File: src/rtl/hsc_pkg.sv
package hsc_pkg;
  localparam int unsigned CONF_W = 2;
  typedef logic [CONF_W-1:0] conf_t;
  localparam conf_t CONF_MAX = '1;

  function automatic conf_t conf_next(conf_t cur, logic ok);
    if (!ok) return '0;
    if (cur == CONF_MAX) return cur;
    return cur + conf_t'(1);
  endfunction
endpackage

File: src/rtl/hsc_conf_table.sv
module hsc_conf_table
  import hsc_pkg::*;
#(
  parameter int unsigned ENTRIES = 64,
  parameter int unsigned ADDR_W  = 32,
  parameter int unsigned IDX_LSB = 2
) (
  input  logic              clk_i,
  input  logic              rst_ni,
  input  logic              upd_valid_i,
  input  logic [ADDR_W-1:0] upd_addr_i,
  input  logic              upd_ok_i,
  input  logic [ADDR_W-1:0] lk_addr_i,
  output logic              lk_hit_o
);
  localparam int unsigned IDX_W = $clog2(ENTRIES);

  conf_t            cnt_q [ENTRIES];
  logic [IDX_W-1:0] upd_idx, lk_idx;

  assign upd_idx = upd_addr_i[IDX_LSB +: IDX_W];
  assign lk_idx  = lk_addr_i[IDX_LSB +: IDX_W];

  logic unused_addr_bits;
  assign unused_addr_bits = ^{upd_addr_i[ADDR_W-1:IDX_LSB+IDX_W], upd_addr_i[IDX_LSB-1:0],
                              lk_addr_i[ADDR_W-1:IDX_LSB+IDX_W], lk_addr_i[IDX_LSB-1:0]};

  for (genvar e = 0; e < ENTRIES; e++) begin : g_ent
    always_ff @(posedge clk_i or negedge rst_ni) begin
      if (!rst_ni) cnt_q[e] <= '0;
      else if (upd_valid_i && upd_idx == IDX_W'(e)) cnt_q[e] <= conf_next(cnt_q[e], upd_ok_i);
    end
  end

  // lookup sees pre-update value
  assign lk_hit_o = (cnt_q[lk_idx] == CONF_MAX);


  conf_clear_chk: assert property (@(posedge clk_i) disable iff (!rst_ni)
    (upd_valid_i && !upd_ok_i) |=> (cnt_q[$past(upd_idx)] == '0));

  conf_sat_chk: assert property (@(posedge clk_i) disable iff (!rst_ni)
    (upd_valid_i && upd_ok_i && cnt_q[upd_idx] == CONF_MAX) |=> (cnt_q[$past(upd_idx)] == CONF_MAX));
endmodule

File: src/rtl/hsc_spec_order.sv
module hsc_spec_order #(
  parameter int unsigned NUM_CORES = 4,
  parameter int unsigned RANK_W    = 3,
  localparam int unsigned CORE_W   = $clog2(NUM_CORES)
) (
  input  logic [NUM_CORES-1:0]        busy_i,
  input  logic [NUM_CORES*RANK_W-1:0] rank_i,
  input  logic [NUM_CORES-1:0]        excl_i,
  output logic                        top_vld_o,
  output logic [CORE_W-1:0]           top_idx_o
);
  logic [RANK_W-1:0] best;

  always_comb begin
    top_vld_o = 1'b0;
    top_idx_o = '0;
    best      = '0;
    for (int c = 0; c < NUM_CORES; c++) begin
      if (busy_i[c] && !excl_i[c]) begin
        // strict compare keeps lower index on ties
        if (!top_vld_o || rank_i[c*RANK_W +: RANK_W] > best) begin
          top_vld_o = 1'b1;
          top_idx_o = CORE_W'(c);
          best      = rank_i[c*RANK_W +: RANK_W];
        end
      end
    end
  end
endmodule

File: src/rtl/hsc_free_pick.sv
module hsc_free_pick #(
  parameter int unsigned NUM_CORES = 4,
  localparam int unsigned CORE_W   = $clog2(NUM_CORES)
) (
  input  logic [NUM_CORES-1:0] free_i,
  output logic                 any_o,
  output logic [CORE_W-1:0]    idx_o
);
  always_comb begin
    any_o = |free_i;
    idx_o = '0;
    for (int c = NUM_CORES - 1; c >= 0; c--) begin
      if (free_i[c]) idx_o = CORE_W'(c);
    end
  end
endmodule

File: src/rtl/helper_spawn_ctrl.sv
module helper_spawn_ctrl #(
  parameter int unsigned NUM_CORES    = 4,
  parameter int unsigned RANK_W       = 3,
  parameter int unsigned ADDR_W       = 32,
  parameter int unsigned CONF_ENTRIES = 64,
  parameter int unsigned CONF_IDX_LSB = 2,
  localparam int unsigned CORE_W      = $clog2(NUM_CORES)
) (
  input  logic                        clk_i,
  input  logic                        rst_ni,
  input  logic [NUM_CORES-1:0]        core_busy_i,
  input  logic [NUM_CORES*RANK_W-1:0] core_rank_i,
  input  logic [NUM_CORES-1:0]        core_done_i,
  input  logic [NUM_CORES-1:0]        core_exc_i,
  input  logic                        miss_valid_i,
  input  logic [CORE_W-1:0]           miss_core_i,
  input  logic [ADDR_W-1:0]           miss_addr_i,
  input  logic                        train_valid_i,
  input  logic [ADDR_W-1:0]           train_addr_i,
  input  logic                        train_ok_i,
  output logic                        spawn_o,
  output logic [CORE_W-1:0]           spawn_src_o,
  output logic [CORE_W-1:0]           spawn_dst_o,
  output logic                        kill_o,
  output logic [CORE_W-1:0]           kill_core_o,
  output logic [NUM_CORES-1:0]        squash_sup_o
);
  logic              hlp_vld_q;
  logic [CORE_W-1:0] hlp_core_q, par_core_q;

  logic [NUM_CORES-1:0] hlp_mask, free_vec;
  logic                 top_vld, free_any, conf_hit;
  logic [CORE_W-1:0]    top_idx, free_idx;
  logic                 parent_lost, kill_cond, spawn_req, spawn_go;

  assign hlp_mask = hlp_vld_q ? (NUM_CORES'(1) << hlp_core_q) : '0;
  assign free_vec = ~core_busy_i & ~hlp_mask;

  hsc_conf_table #(
    .ENTRIES (CONF_ENTRIES),
    .ADDR_W  (ADDR_W),
    .IDX_LSB (CONF_IDX_LSB)
  ) u_conf (
    .clk_i       (clk_i),
    .rst_ni      (rst_ni),
    .upd_valid_i (train_valid_i),
    .upd_addr_i  (train_addr_i),
    .upd_ok_i    (train_ok_i),
    .lk_addr_i   (miss_addr_i),
    .lk_hit_o    (conf_hit)
  );

  hsc_spec_order #(
    .NUM_CORES (NUM_CORES),
    .RANK_W    (RANK_W)
  ) u_order (
    .busy_i    (core_busy_i),
    .rank_i    (core_rank_i),
    .excl_i    (hlp_mask),
    .top_vld_o (top_vld),
    .top_idx_o (top_idx)
  );

  hsc_free_pick #(
    .NUM_CORES (NUM_CORES)
  ) u_free (
    .free_i (free_vec),
    .any_o  (free_any),
    .idx_o  (free_idx)
  );

  assign parent_lost = !top_vld || (top_idx != par_core_q);
  assign kill_cond   = hlp_vld_q && (parent_lost || core_done_i[par_core_q] ||
                                     core_done_i[hlp_core_q] || core_exc_i[hlp_core_q]);
  assign spawn_req   = miss_valid_i && conf_hit && top_vld && (miss_core_i == top_idx);
  // kill wins; live helper blocks any spawn
  assign spawn_go    = spawn_req && !hlp_vld_q && !kill_cond && free_any;

  always_ff @(posedge clk_i or negedge rst_ni) begin
    if (!rst_ni) begin
      hlp_vld_q   <= 1'b0;
      hlp_core_q  <= '0;
      par_core_q  <= '0;
      spawn_o     <= 1'b0;
      spawn_src_o <= '0;
      spawn_dst_o <= '0;
      kill_o      <= 1'b0;
      kill_core_o <= '0;
    end else begin
      spawn_o     <= spawn_go;
      spawn_src_o <= spawn_go ? miss_core_i : '0;
      spawn_dst_o <= spawn_go ? free_idx : '0;
      kill_o      <= kill_cond;
      kill_core_o <= kill_cond ? hlp_core_q : '0;
      if (spawn_go) begin
        hlp_vld_q  <= 1'b1;
        hlp_core_q <= free_idx;
        par_core_q <= miss_core_i;
      end else if (kill_cond) begin
        hlp_vld_q  <= 1'b0;
      end
    end
  end

  assign squash_sup_o = hlp_mask;


  sup_onehot_chk: assert property (@(posedge clk_i) disable iff (!rst_ni)
    $onehot0(squash_sup_o));

  kill_pulse_chk: assert property (@(posedge clk_i) disable iff (!rst_ni)
    kill_o |=> !kill_o);

  kill_had_helper_chk: assert property (@(posedge clk_i) disable iff (!rst_ni)
    kill_o |-> ($past(squash_sup_o) != '0));

  single_helper_chk: assert property (@(posedge clk_i) disable iff (!rst_ni)
    spawn_o |=> !spawn_o);

  spawn_kill_excl_chk: assert property (@(posedge clk_i) disable iff (!rst_ni)
    !(spawn_o && kill_o));

  spawn_from_miss_chk: assert property (@(posedge clk_i) disable iff (!rst_ni)
    spawn_o |-> $past(miss_valid_i));

  sup_on_spawn_chk: assert property (@(posedge clk_i) disable iff (!rst_ni)
    spawn_o |-> ($countones(squash_sup_o) == 1));
endmodule

File: config.mk
export PLATFORM = sky130hd
export DESIGN_NAME = helper_spawn_ctrl
export DESIGN_NICKNAME = d
export VERILOG_FILES = /design/src/rtl/hsc_pkg.sv /design/src/rtl/hsc_conf_table.sv /design/src/rtl/hsc_spec_order.sv /design/src/rtl/hsc_free_pick.sv /design/src/rtl/helper_spawn_ctrl.sv
export SDC_FILE = /design/constraint.sdc
export NUM_CORES = 1
export LEC_CHECK = 0
export ABC_AREA = 1
export BUFFER_PORTS_ARGS = -buffer_cell sky130_fd_sc_hd__buf_2
export CORE_MARGIN = 1.5
export CORE_UTILIZATION = 58
export CTS_CLUSTER_SIZE = 12
export DETAILED_ROUTE_END_ITERATION = 10
export PLACE_DENSITY = 0.8
export SYNTH_ARGS = -nofsm -noshare
export SYNTH_HDL_FRONTEND = slang
export SYNTH_SLANG_ARGS = --single-unit
File: constraint.sdc
create_clock -name clk_i -period 5.95 [get_ports clk_i]
set_input_delay 0.2975 -clock clk_i [delete_from_list [all_inputs] [get_ports clk_i]]
set_output_delay 0.2975 -clock clk_i [all_outputs]
set_load 0.01 [all_outputs]
* Word-level counts from Yosys, hierarchy flattened *
Cells that the tools add are included.

operators by class
  add/sub/neg operators = 64
  magnitude comparators = 6
  eq/ne operators = 194
  shifts and indexed selects = 1
  multiplexer cells = 487
  bitwise gates (word level) = 4
  reduce and logical (&&, ||, !) cells = 159

operators with widths
  cell                   count
  $mux W2                207
  $mux W1                270
  $eq A6 B6 Y1 const B   32
  $ne A3 B2 Y1 const B   64
  $eq A2 B2 Y1 const B   65
  $add A2 B1 Y2 const B  64
  $reduce_and A2 Y1      64
  $eq A6 B5 Y1 const B   16
  $logic_and A1 B1 Y1    75
  $eq A6 B4 Y1 const B   8
  $eq A6 B3 Y1 const B   4
  $mux W3                5
  $bmux W2 S6            1
  $eq A6 B2 Y1 const B   2
  $logic_not A1 Y1       10
  $gt A3 B3 Y1           3
  $not A4 Y4             2
  $ge A7 B7 Y1 const B   1
  $logic_or A1 B1 Y1     7
  $not A6 Y7             1
  $bmux W1 S2            3
  $eq A6 B1 Y1 const B   1
  $logic_not A6 Y1       1
  $lt A2 B3 Y1 const B   2
  other kinds (7)        7

storage, ports and cells
  bits in registers = 141
  bits of input ports = 95
  output and inout port bits = 12

* Logic depth before layout (Yosys ltp) *
Gate-level depths: netlist (run 1).

  word-level depth = 27
  gate-level depth with buffers = 36
  gate-level depth less buffers = 35

* Cells and area by module *
Synthesis (run 1) repeated with hierarchy kept, for this count alone.

unflattened totals
  cells, all modules = 1182
  area, all modules = 8898.5 um2

by module, submodules not included
  module             times used  cells an instance  area each (um2)  sequential area each (um2)
  hsc_conf_table     1           994                7671.1           3203.1
  helper_spawn_ctrl  1           105                742.0            325.3
  hsc_spec_order     1           74                 439.2            0.0
  hsc_free_pick      1           9                  46.3             0.0

* Worst setup path before layout (run 1) *
Ideal clock, no wire load.

  path kind = register to register
  from = register hlp_core_q[0]
  to = register par_core_q[1]
  library setup time = 0.119 ns
  arrival time = 3.716 ns
  data required time = 5.831 ns
  path slack = 2.115 ns
  cell stages (with the launch flop) = 34
  buffers on the path = 1
  period minus slack after synthesis = 3.835 ns
  cell sequence = dfrtp_1 buf_6 nor2_2 nand2_2 nand2_4 inv_2 nand2_1 ha_1 nand3_1 nand2_1 a21oi_2 inv_1 o21ai_0 ha_1 a21oi_1 nand2_1 nand2_1 nand2_2 nand2_4 nand2_1 o21ai_0 ha_1 a21oi_1 nand2_1 nand2_1 nand2_1 nand2_2 nand2_1 nand2_1 nand3_2 nor2_8 nand3_4 nand2_1 nand2_1

between the ends
  word-level cells in the longest chain between the ends = 26
  elaborated cells on any way between the ends = 58

RTL lines
  element                                                  line                     RTL
  from (decl)                                              helper_spawn_ctrl.sv:29  logic [CORE_W-1:0] hlp_core_q, par_core_q;
  from (signal assigned)                                   helper_spawn_ctrl.sv:97  hlp_core_q <= free_idx;
  $shl A1 B2 Y4                                            helper_spawn_ctrl.sv:36  assign hlp_mask = hlp_vld_q ? (NUM_CORES'(1) << hlp_core_q) : '0;
  $mux W4                                                  helper_spawn_ctrl.sv:36
  $logic_not A1 Y1                                         hsc_spec_order.sv:19     if (busy_i[c] && !excl_i[c]) begin
  $logic_and A1 B1 Y1                                      hsc_spec_order.sv:19
  $mux W3 / $mux W1 (equally long branches)                hsc_spec_order.sv:19
  $gt A3 B3 Y1 / $logic_not A1 Y1 (equally long branches)  hsc_spec_order.sv:21     if (!top_vld_o || rank_i[c*RANK_W +: RANK_W] > best) begin
  $logic_or A1 B1 Y1                                       hsc_spec_order.sv:21
  $mux W3 / $mux W1 (equally long branches)                hsc_spec_order.sv:21
  [9 not listed]                                           -
  $ne A2 B2 Y1 / $logic_not A1 Y1 (equally long branches)  helper_spawn_ctrl.sv:72  assign parent_lost = !top_vld || (top_idx != par_core_q);
  $logic_or A1 B1 Y1                                       helper_spawn_ctrl.sv:72
  $logic_or A1 B1 Y1 (2 in series)                         helper_spawn_ctrl.sv:73  assign kill_cond = hlp_vld_q && (parent_lost || core_done_i[par_core_q] ||
  $logic_or A1 B1 Y1                                       helper_spawn_ctrl.sv:74  core_done_i[hlp_core_q] || core_exc_i[hlp_core_q]);
  $logic_and A1 B1 Y1                                      helper_spawn_ctrl.sv:73
  $logic_not A1 Y1                                         helper_spawn_ctrl.sv:77  assign spawn_go = spawn_req && !hlp_vld_q && !kill_cond && free_any;
  $logic_and A1 B1 Y1                                      helper_spawn_ctrl.sv:77
  $logic_and A1 B1 Y1 (*)                                  helper_spawn_ctrl.sv:77
  to (signal assigned)                                     helper_spawn_ctrl.sv:98  par_core_q <= miss_core_i;
  to (decl)                                                helper_spawn_ctrl.sv:29

Mark *: on every way between the ends. The rest lies on a longest branch, timed or not. The select of a mux whose other input is x is not followed.
A chain may end at the register's enable or synchronous reset.

* Worst setup path after layout (run 1) *
  from = register hlp_core_q[0]
  to = register hlp_core_q[0]

between the ends
  word-level cells in the longest chain between the ends = 26
  elaborated cells on any way between the ends = 62

RTL lines
  element                                                  line
  $shl A1 B2 Y4                                            helper_spawn_ctrl.sv:36
  $mux W4                                                  helper_spawn_ctrl.sv:36
  $logic_not A1 Y1                                         hsc_spec_order.sv:19
  $logic_and A1 B1 Y1                                      hsc_spec_order.sv:19
  $mux W3 / $mux W1 (equally long branches)                hsc_spec_order.sv:19
  $gt A3 B3 Y1 / $logic_not A1 Y1 (equally long branches)  hsc_spec_order.sv:21
  $logic_or A1 B1 Y1                                       hsc_spec_order.sv:21
  $mux W3 / $mux W1 (equally long branches)                hsc_spec_order.sv:21
  [8 not listed]                                           -
  $mux W2 / $mux W1 (equally long branches)                hsc_spec_order.sv:19
  $ne A2 B2 Y1 / $logic_not A1 Y1 (equally long branches)  helper_spawn_ctrl.sv:72
  $logic_or A1 B1 Y1                                       helper_spawn_ctrl.sv:72
  $logic_or A1 B1 Y1 (2 in series)                         helper_spawn_ctrl.sv:73
  $logic_or A1 B1 Y1                                       helper_spawn_ctrl.sv:74
  $logic_and A1 B1 Y1                                      helper_spawn_ctrl.sv:73
  $logic_not A1 Y1                                         helper_spawn_ctrl.sv:77
  $logic_and A1 B1 Y1 (2 in series)                        helper_spawn_ctrl.sv:77

Several ways; a longest one is shown, not always the timed one. The select of a mux whose other input is x is not followed.

==> results of run 1 <==
[metal layers]
metal | part of all wire [%] | track usage [%] | vias to the layer above
met1 | 44 | 34.93 | 3666
li1 | - | - | 3909
met3 | 6.3 | 6.675 | 33
met4 | 1.5 | 9.024 | 2
met2 | 48 | 45.59 | 212
met5 | 0.068 | 0 | -
[sequential cells by signal, summed over array words and instances (netlist names)]
signal and count:
hlp_core_q 2, spawn_src_o 2, spawn_o 1, par_core_q 2, spawn_dst_o 2, kill_core_o 2
hlp_vld_q 1, u_conf.cnt_q 128, kill_o 1
[power by group through the flow]
stage / combinational (mW) / sequential (mW) / clock (mW)
detailed placement: 0.469 / 1.19 / 0
CTS: 0.476 / 1.17 / 1.02
floorplan: 0.370 / 1.15 / 0
global route: 0.554 / 1.19 / 1.05
global placement: 0.451 / 1.18 / 0
finish: 0.473 / 1.18 / 1.01
[cell families (layout without fill, tap and decap cells)]
family	count (synthesis)	count (layout)	synth area share, %
DFF	141	141	40.47
adders and majority gates	73	73	10.48
buffers and inverters	116	172	5.425
muxes	4	4	0.4879
AOI/OAI and AO/OA	179	179	12.03
and+or+nand+nor	634	634	31.01
xor gates and xnor gates	1	1	0.1005
other	0	1	0
[synth_stat cells]
master     number
nor2_8          1
o31ai_1         6
nand3b_1        3
xor2_1          1
nand3_2         5
a21oi_2         1
dfrtp_1       141
o21ai_0       108
o21ai_1         2
mux2_2          2
buf_2           9
a211oi_2        3
a21oi_1        21
or2_2           3
clkbuf_1       14
nand3_4         1
a2111oi_2       2
buf_1           8
a32o_1          2
inv_2           5
nor2_2          1
buf_4           5
ha_1           73
buf_6           1
nand4_1         4
nor3_1         28
o22ai_1         2
o21a_1          9
a211oi_1        4
nand3_1       107
nor2_1         55
nand2_2         9
nand2_4         2
a21o_1         18
a31oi_1         1
nand2_1       411
mux2i_1         2
clkinv_1        1
nor3_2          4
inv_1          73
[worst register-to-register path, delay by kind of cell, from the launching register on]
family	cells	cell delay [ns]
adder cells (fa/ha/maj)	3	0.91
AO/OA/AOI/OAI	5	0.82
buffers and inverters	2	0.19
AND/OR/NAND/NOR	23	1.82
flip-flops	1	0.50
[through the flow]
stage          cells  cell area [um^2]  power, mW  worst slack [ns]
2_1_floorplan   1148              8718      1.524             2.115
3_3_place_gp    1355              9102      1.634             1.650
3_5_place_dp    1355              9102      1.656             1.563
4_1_cts         1388              9667      2.668             1.557
5_1_grt         1388              9667      2.801            0.9197
6_report        1389              9669      2.658             1.595
[layout make-up]
type	count	share of cell area, %
repair buffers	61	3.455
multi-input cells	891	48.85
diodes	1	0.02588
clock inverters	11	0.9705
flip-flops and latches	141	36.49
inverters	79	3.067
well taps	184	2.381
clock buffers	21	4.762
[worst paths after layout]
kind	startpoint	to	slack [ns]	cells after the start
setup reg to reg	hlp_core_q[0]	hlp_core_q[0]	1.59	33
min in group asynchronous	rst_ni	u_conf.cnt_q[123]	0.49	2
max in group asynchronous	rst_ni	u_conf.cnt_q[114]	4.20	3
hold / removal	miss_core_i[1]	spawn_src_o[1]	0.17	3
hold reg to reg	u_conf.cnt_q[28]	u_conf.cnt_q[28]	0.51	1
setup / recovery	hlp_core_q[0]	hlp_core_q[0]	1.59	33
[timing repair]
item / 4_1_cts / 5_1_grt
endpoints found under the hold margin: 83 / 0
hold buffers: 1 / 0
endpoints found under the setup margin: 0 / 0
==> results_dict.tcl, run 1 <==
set metrics [dict create \
    area_growth_pct 10.91 \
    cap_violations 0 \
    netlist_area_um2 8718 \
    p_sw_uw 816.5 \
    drc 0 \
    cpLargestDelayFamily "simple AND/OR/NAND/NOR gates" \
    crit_required_ns 6.27 \
    p_seq_share_pct 44.2 \
    crit_buf_inv 2 \
    grt_start_max_net_pins 85 \
    grt_pass1_vias 7417 \
    drive_gt1_share_pct 10.71 \
    wl_um 20520 \
    cpPeakStageDelay_ns 0.50 \
    synth_nets 1316 \
    ys_ff_latch 141 \
    worstMarginPinSlew_ns 1.015 \
    slew_violations 0 \
    root_buffer "clkbuf_16" \
    regArea_um2 3528 \
    fp.dieH_um 125.6 \
    ys_seq_area_share_pct 40.47 \
    yosysTopAreaCellShare_pct 40.47 \
    clkTransAtPathRegs_ns 0.06 \
    routabilityCongestion 0.8612 \
    numPortBuffers 54 \
    clk_path_buf_depth 2 \
    cts_tree "built" \
    min_period_over_period_pct 73.20 \
    synthTopCellsByArea "dfrtp_1 (40%), nand2_1 (18%), ha_1 (10%), o21ai_0 (6.2%), nand3_1 (6.1%)" \
    p_leak_nw 4.992 \
    yosys_warnings 0 \
    critPathSlowestCell "dfrtp_1" \
    drtAntennaViolNets 0 \
    cts.sinks 141 \
    pin_count 107 \
    drt_iter0_markers 591 \
    grt_pass1_wl_um 34600 \
    pwr-share-comb_pct 17.8 \
    synthDistinctLibCells 40 \
    firstDrtPassIters 5 \
    most-common-layout-cells "nand2_1 (411), dfrtp_1 (141), o21ai_0 (108)" \
    die_w_um 125.6 \
    final_net_count 1359 \
    crit_top_cell "nand2_1" \
    cts_resized 0 \
    finClkSkew_ns 0.005762 \
    final_common_cell "nand2_1" \
    timing.slew.headroom_pct 32.13 \
    overflow 0 \
    fmax_mhz 229.6 \
    power_density_nw_per_um2 274.9 \
    synth.avg_cell_area_um2 7.594 \
    setup-violations-final 0 \
    vias_per_cell 5.631 \
    criticalPathCategory "flip-flop to flip-flop" \
    htreeDepth 4 \
    cts_setup_buffers 0 \
    multi_input_comb_area_um2 4723 \
    start_kind "flip-flop" \
    grt.total_usage_pct 27.31 \
    worstSkewPairLatency_ns 0.43 \
    sw_frac_of_total_pct 30.71 \
    hpwlAfterDp_um 13550 \
    intPower_mw 1.842 \
    utilization_pct 66.28 \
    end_kind "flip-flop" \
    path_max_fanout 9 \
    min_period_ns 4.355 \
    finalHoldViolCount 0 \
    fp.coreArea_um2 14590 \
    hold_ws_ns 0.1748 \
    fillers 1223 \
    netlist_instances 1148 \
    yosysTopAreaCell "dfrtp_1" \
    antenna_found_initial 2 \
    setup_tns_ns 0 \
    wl_per_cell_um 14.77 \
    num_rows 44 \
    start_util_pct 59.76 \
    die-area_um2 15780 \
    rsz0062_at_grt "no" \
    dr_total_vias 7822 \
    vdd_drop_max_uv 226.8 \
    hold_path.class "input pin to flip-flop" \
    crit_arrival_ns 4.68 \
    clock_power_share_pct 38.0 \
    cts_inserted_buffers 17 \
    status "complete, no violations" \
]
Note: power is estimated with default switching activity, not from simulation.
==> run 2: changes to the inputs <==
- ABC_AREA: 1 -> 0
- clock period: 5.95 -> 4.6 ns (I/O delays scaled with it)
==> run 2 against run 1 <==
  * The run now ends with negative setup slack left
  * Sequential power up 24%
  * Sequential share of layout area down 1.1 points
  * Cell area up 3.1%
  * Sequential cell count unchanged
  * Count of clock-buffer cells in the layout down 3
  * Utilization up 2.1 points
  * First-iteration DRC count down 1.2%
  * Synthesized area down 0.20%
  * Wire length up 3.6%
  * Via count down 5.3%
  * Critical endpoint is now kill_core_o[0]
  * Largest cell class unchanged
==> results_dict.tcl, run 2 <==
set metrics [dict create \
    overflow 0 \
    start_util_pct 59.64 \
    wl_per_cell_um 17.77 \
    root_buffer "clkbuf_16" \
    criticalPathCategory "flip-flop to flip-flop" \
    regArea_um2 3528 \
    yosysTopAreaCellShare_pct 40.55 \
    setup-violations-final 13 \
    fp.coreArea_um2 14590 \
    intPower_mw 2.357 \
    ys_ff_latch 141 \
    routabilityCongestion 0.8678 \
    failed_checks "negative setup slack" \
    pre_cts_ws_ns -0.3717 \
    cts.sinks 141 \
    die_w_um 125.5 \
    diodes 0 \
    num_rows 44 \
    dpl.cell_count 1153 \
    finalNonFillerCells 1196 \
    yosys_warnings 0 \
    clkTransAtPathRegs_ns 0.06 \
    p_leak_nw 4.607 \
    wl_met1_um 9290 \
    power.total_mw 3.309 \
    hpwlAfterDp_um 14490 \
    dr_wl_met3_um 1199 \
    clock_power_share_pct 38.3 \
    placement.cell_area_um2 9220 \
    drt_iter0_markers 584 \
    sw_frac_of_total_pct 28.78 \
    synth_ff_type "dfrtp_1" \
    drive_gt1_share_pct 20.26 \
    crit_arrival_ns 5.34 \
    top_layer "met4" \
    post-synth-top-count-cell "nand2_1" \
    vdd_drop_max_uv 297.1 \
    crit_required_ns 4.92 \
    power_density_nw_per_um2 331.8 \
    cts_tree "built" \
    grt_pass1_vias 7259 \
    p_seq_share_pct 44.0 \
    most-common-layout-cells "nand2_1 (174), dfrtp_1 (141), nand3_1 (80)" \
    finClkSkew_ns 0.009670 \
    ys_async_sr_fraction_pct 100.0 \
    pwr-share-comb_pct 17.7 \
    timing.slew.headroom_pct 25.64 \
    wl_met2_um 10220 \
    regMostFlops "u_conf.cnt_q" \
    synth.avg_cell_area_um2 9.306 \
    drtAntennaViolNets 0 \
    grt.total_usage_pct 27.95 \
    multi_input_comb_area_um2 4971 \
    layout_setup_ws_ns -0.4245 \
    cap_violations 0 \
    dr_total_vias 7404 \
    worstSkewPairLatency_ns 0.43 \
    min_period_ns 5.025 \
    firstDrtPassIters 5 \
    clk_path_buf_depth 2 \
    yosysTopAreaCell "dfrtp_1" \
    area_growth_pct 14.61 \
    vias_per_cell 6.191 \
    synthTopCellsByArea "dfrtp_1 (41%), ha_1 (10%), nand2_1 (7.6%), mux2_2 (5.3%), nand3_1 (4.6%)" \
    fp.dieH_um 125.5 \
    synthDistinctLibCells 60 \
    final_net_count 1170 \
    final_common_cell "nand2_1" \
    end_kind "flip-flop" \
    grt_pass1_wl_um 35290 \
    crit_top_cell "o21ai_2" \
    grt_start_max_net_pins 109 \
    die-area_um2 15750 \
    synth_nets 1103 \
    antenna_found_initial 0 \
    worstMarginPinSlew_ns 1.107 \
    slew_violations 0 \
    fmax_mhz 199.0 \
    cts_inserted_buffers 17 \
    htreeDepth 4 \
    drc 0 \
    pin_count 107 \
    largest_register_ffs 128 \
    status "complete, but fails checks" \
    fillers 1111 \
    critPathSlowestCell "or4b_4" \
    utilization_pct 68.35 \
    ys_seq_area_share_pct 40.55 \
    finalHoldViolCount 0 \
    synthTopCellsByCount "nand2_1 (177), dfrtp_1 (141), nand3_1 (80), ha_1 (73), o21ai_0 (71)" \
    wl_um 21250 \
    netlist_instances 935 \
    netlist_area_um2 8701 \
    cpPeakStageDelay_ns 0.52 \
    numPortBuffers 54 \
    final_area_um2 9972 \
    synth_edf_count 0 \
    path_max_fanout 5 \
    min_period_over_period_pct 109.2 \
    rsz0062_at_grt "yes" \
    p_sw_uw 952.5 \
    start_kind "flip-flop" \
    hold_path.class "input pin to flip-flop" \
]
[run 2: power by group through the flow]
stage	combinational (mW)	clock (mW)	sequential [mW]
after floorplan	0.373	0	1.45
after global placement	0.500	0	1.47
after detailed placement	0.523	0	1.47
after CTS	0.555	1.28	1.45
after global routing	0.651	1.34	1.47
final	0.585	1.27	1.46
[run 2: timing repair]
item	4_1_cts	5_1_grt
endpoints found under the hold margin	11	0
endpoints found under the setup margin	13	13
resized for setup	9	18
setup buffers	10	3
pin swaps	14	14
hold buffers	1	0
[run 2: cell type report]
class / instances / share of cell area [%]
Multi-Input combinational cell: 712 / 49.85
Sequential cell: 141 / 35.38
Timing Repair Buffer: 91 / 5.684
Clock buffer: 18 / 4.304
Tap cell: 184 / 2.309
Inverter: 39 / 1.468
Clock inverter: 11 / 1.004
[run 2: cells by family after synthesis]
group,synth area share (%)
and+or+nand+nor,23.50
adders and majority gates,10.50
muxes,6.313
buffers and inverters,4.027
AOI/OAI and AO/OA,15.11
DFF,40.55
[run 2: path summary, 6_finish.rpt]
path	startpoint	to	slack (ns)	depth (start not counted)
setup / recovery	hlp_core_q[1]	kill_core_o[0]	-0.42	26
hold / removal	miss_core_i[1]	par_core_q[1]	0.1	2
setup reg to reg	hlp_core_q[1]	kill_core_o[0]	-0.42	26
hold reg to reg	u_conf.cnt_q[25]	u_conf.cnt_q[25]	0.51	2
max in group asynchronous	rst_ni	u_conf.cnt_q[44]	3.05	3
min in group asynchronous	rst_ni	u_conf.cnt_q[104]	0.53	2
[run 2: worst max-delay path: cells and delay by family, from the launching register on]
kind | cells | cell delay (ns)
simple gates | 10 | 1.72
flops | 1 | 0.39
compound gates | 13 | 2.05
fa+ha+maj | 3 | 0.78
[run 2: per-layer routing]
layer	vias up	track usage (%)
met5	-	0
met4	0	10.23
met3	43	5.563
met2	212	45.78
met1	3605	36.92
li1	3544	-
[run 2: metrics by stage]
stage	hold slack (ns)	setup TNS, ns
floorplan	-0.06559	-1.031
detailed placement	0.4435	-3.657
CTS	0.08871	-1.583
global placement	0.4388	-1.560
finish	0.09958	-4.660
global route	0.09499	-7.634
==> run 3: changes to the inputs <==
==> constraint.sdc (replaced) <==
create_clock -name clk_i -period 4.6 [get_ports clk_i]
set_input_delay 1.15 -clock clk_i [delete_from_list [all_inputs] [get_ports clk_i]]
set_output_delay 1.15 -clock clk_i [all_outputs]
set_load 0.01 [all_outputs]
==> run 3 against run 2 <==
  * The flow still finishes with violations (negative setup slack)
  * Critical path depth decreased by 2
  * Non-clock buffer count increased by 1
  * Worst hold slack improved by 0.42 ns
  * Fmax decreased by 0.17%
  * Highest routed layer unchanged
==> results_dict.tcl, run 3 (synthesis gave the netlist of run 2 again) <==
set metrics [dict create \
    cap_violations 0 \
    grtUsageMet1_pct 35.44 \
    timing.slew.headroom_pct 25.67 \
    htreeDepth 4 \
    failed_checks "negative setup slack" \
    p_leak_nw 4.678 \
    grt_pass1_vias 7529 \
    die-area_um2 15750 \
    pre_cts_ws_ns -0.9688 \
    start_util_pct 59.64 \
    clkTransAtPathRegs_ns 0.06 \
    most-common-layout-cells "nand2_1 (175), dfrtp_1 (141), nand3_1 (80)" \
    hpwlAfterDp_um 14570 \
    area_growth_pct 16.84 \
    grt_pass1_wl_um 35870 \
    worstMarginPinSlew_ns 1.106 \
    wl_per_cell_um 18.27 \
    final_area_um2 10170 \
    drtAntennaViolNets 0 \
    drive_gt1_share_pct 20.49 \
    holdBufCountCts 0 \
    end_kind "flip-flop" \
    dpl.cell_count 1161 \
    min_period_ns 5.033 \
    criticalPathCategory "input pin to flip-flop" \
    pin_count 107 \
    vdd_drop_max_uv 297.9 \
    numPortBuffers 54 \
    worstSkewPairLatency_ns 0.43 \
    min_period_over_period_pct 109.4 \
    vias_per_cell 6.345 \
    cts_inserted_buffers 17 \
    regMostFlops "u_conf.cnt_q" \
    dr_total_vias 7614 \
    finalNonFillerCells 1200 \
    die_w_um 125.5 \
    gr-usage-met3_pct 6.333 \
    cts.sinks 141 \
    hold_ws_ns 0.5149 \
    drc 0 \
    start_kind "input pin" \
    grtUsageMet2_pct 47.63 \
    layout_setup_ws_ns -0.4333 \
    fmax_mhz 198.7 \
    gr-max-usage-layer "met2" \
    fp.dieH_um 125.5 \
    finClkSkew_ns 0.006936 \
    rsz0062_at_grt "yes" \
    grt_start_max_net_pins 91 \
    r2r_setup_slack_ns -0.33 \
    firstDrtPassIters 6 \
    hold_depth 2 \
    grt.total_usage_pct 28.44 \
    slew_violations 0 \
    wl_um 21930 \
    antenna_found_initial 1 \
    final_net_count 1171 \
    setup-violations-final 13 \
    fp.coreArea_um2 14590 \
    status "complete, but fails checks" \
    largest_register_ffs 128 \
    power_density_nw_per_um2 351.6 \
    crit_required_ns 4.91 \
    num_rows 44 \
    path_max_fanout 7 \
    final_common_cell "nand2_1" \
    finalHoldViolCount 0 \
    placement.cell_area_um2 9285 \
    reg2reg_depth 25 \
    root_buffer "clkbuf_16" \
    overflow 0 \
    routabilityCongestion 0.8668 \
    clk_path_buf_depth 2 \
    cts_tree "built" \
    crit_arrival_ns 5.34 \
    drt_iter0_markers 529 \
    power.total_mw 3.575 \
    hold_path.class "flip-flop to flip-flop" \
]
## run 3: timing repair
action | CTS | global route
resized for setup | 12 | 22
setup endpoints to repair | 13 | 13
endpoints found under the hold margin | 0 | 0
pin swaps | 17 | 22
buffers inserted | 5 | 2
## run 3: critical path, cell delays in order
cell and delay [ns]:
buf_6 0.07, and2_4 0.17, nand2_4 0.05, ha_4 0.28, nand3b_1 0.08, a32oi_2 0.22, o221ai_4 0.19, nor2_2 0.13
a31oi_2 0.06, ha_1 0.34, nor2b_4 0.15, o21ai_2 0.06, a32oi_2 0.22, o221ai_4 0.17, nand2_1 0.10, o21ai_1 0.07
ha_1 0.30, nor2b_1 0.13, o21a_1 0.17, o21ai_2 0.17, a21oi_4 0.10, a31o_2 0.29, o211ai_4 0.34, mux2_4 0.34
## run 3: per-layer routing
metal | part of all wire, % | vias to the layer above
met4 | 3.1 | 0
met2 | 50 | 320
met5 | 0 | -
met3 | 6.6 | 71
met1 | 41 | 3663
li1 | - | 3560
## run 3: worst paths after layout
path,end,start
min,u_conf.cnt_q[15],u_conf.cnt_q[15]
min reg2reg,u_conf.cnt_q[15],u_conf.cnt_q[15]
max,par_core_q[1],core_busy_i[0]
max reg2reg,par_core_q[1],hlp_vld_q
max in group asynchronous,u_conf.cnt_q[108],rst_ni
min in group asynchronous,u_conf.cnt_q[107],rst_ni
## run 3: cell type report
class / instances / area, um^2
Timing Repair Buffer: 92 / 598.1
Clock inverter: 10 / 186.4
Inverter: 39 / 146.4
Sequential cell: 141 / 3528
Tap cell: 184 / 230.2
Clock buffer: 21 / 470.5
Antenna cell: 1 / 2.502
Fill cell: 1071 / 4423
Multi-Input combinational cell: 712 / 5004
## run 3: power by group
part | internal [mW] | switching [mW] | total (mW) | leakage (nW)
Clock | 1.00 | 0.534 | 1.54 | 0.323
Combinational | 0.275 | 0.307 | 0.583 | 2.43
Sequential | 1.35 | 0.107 | 1.45 | 1.92
Total | 2.63 | 0.948 | 3.57 | 4.68
## run 3: through the flow
stage / util [%] / setup TNS (ns)
after global routing: 69.68 / -7.703
after floorplan: - / -8.200
after detailed placement: 63.64 / -11.55
after global placement: 63.64 / -10.38
after CTS: 68.86 / -4.486
final: 69.68 / -5.103
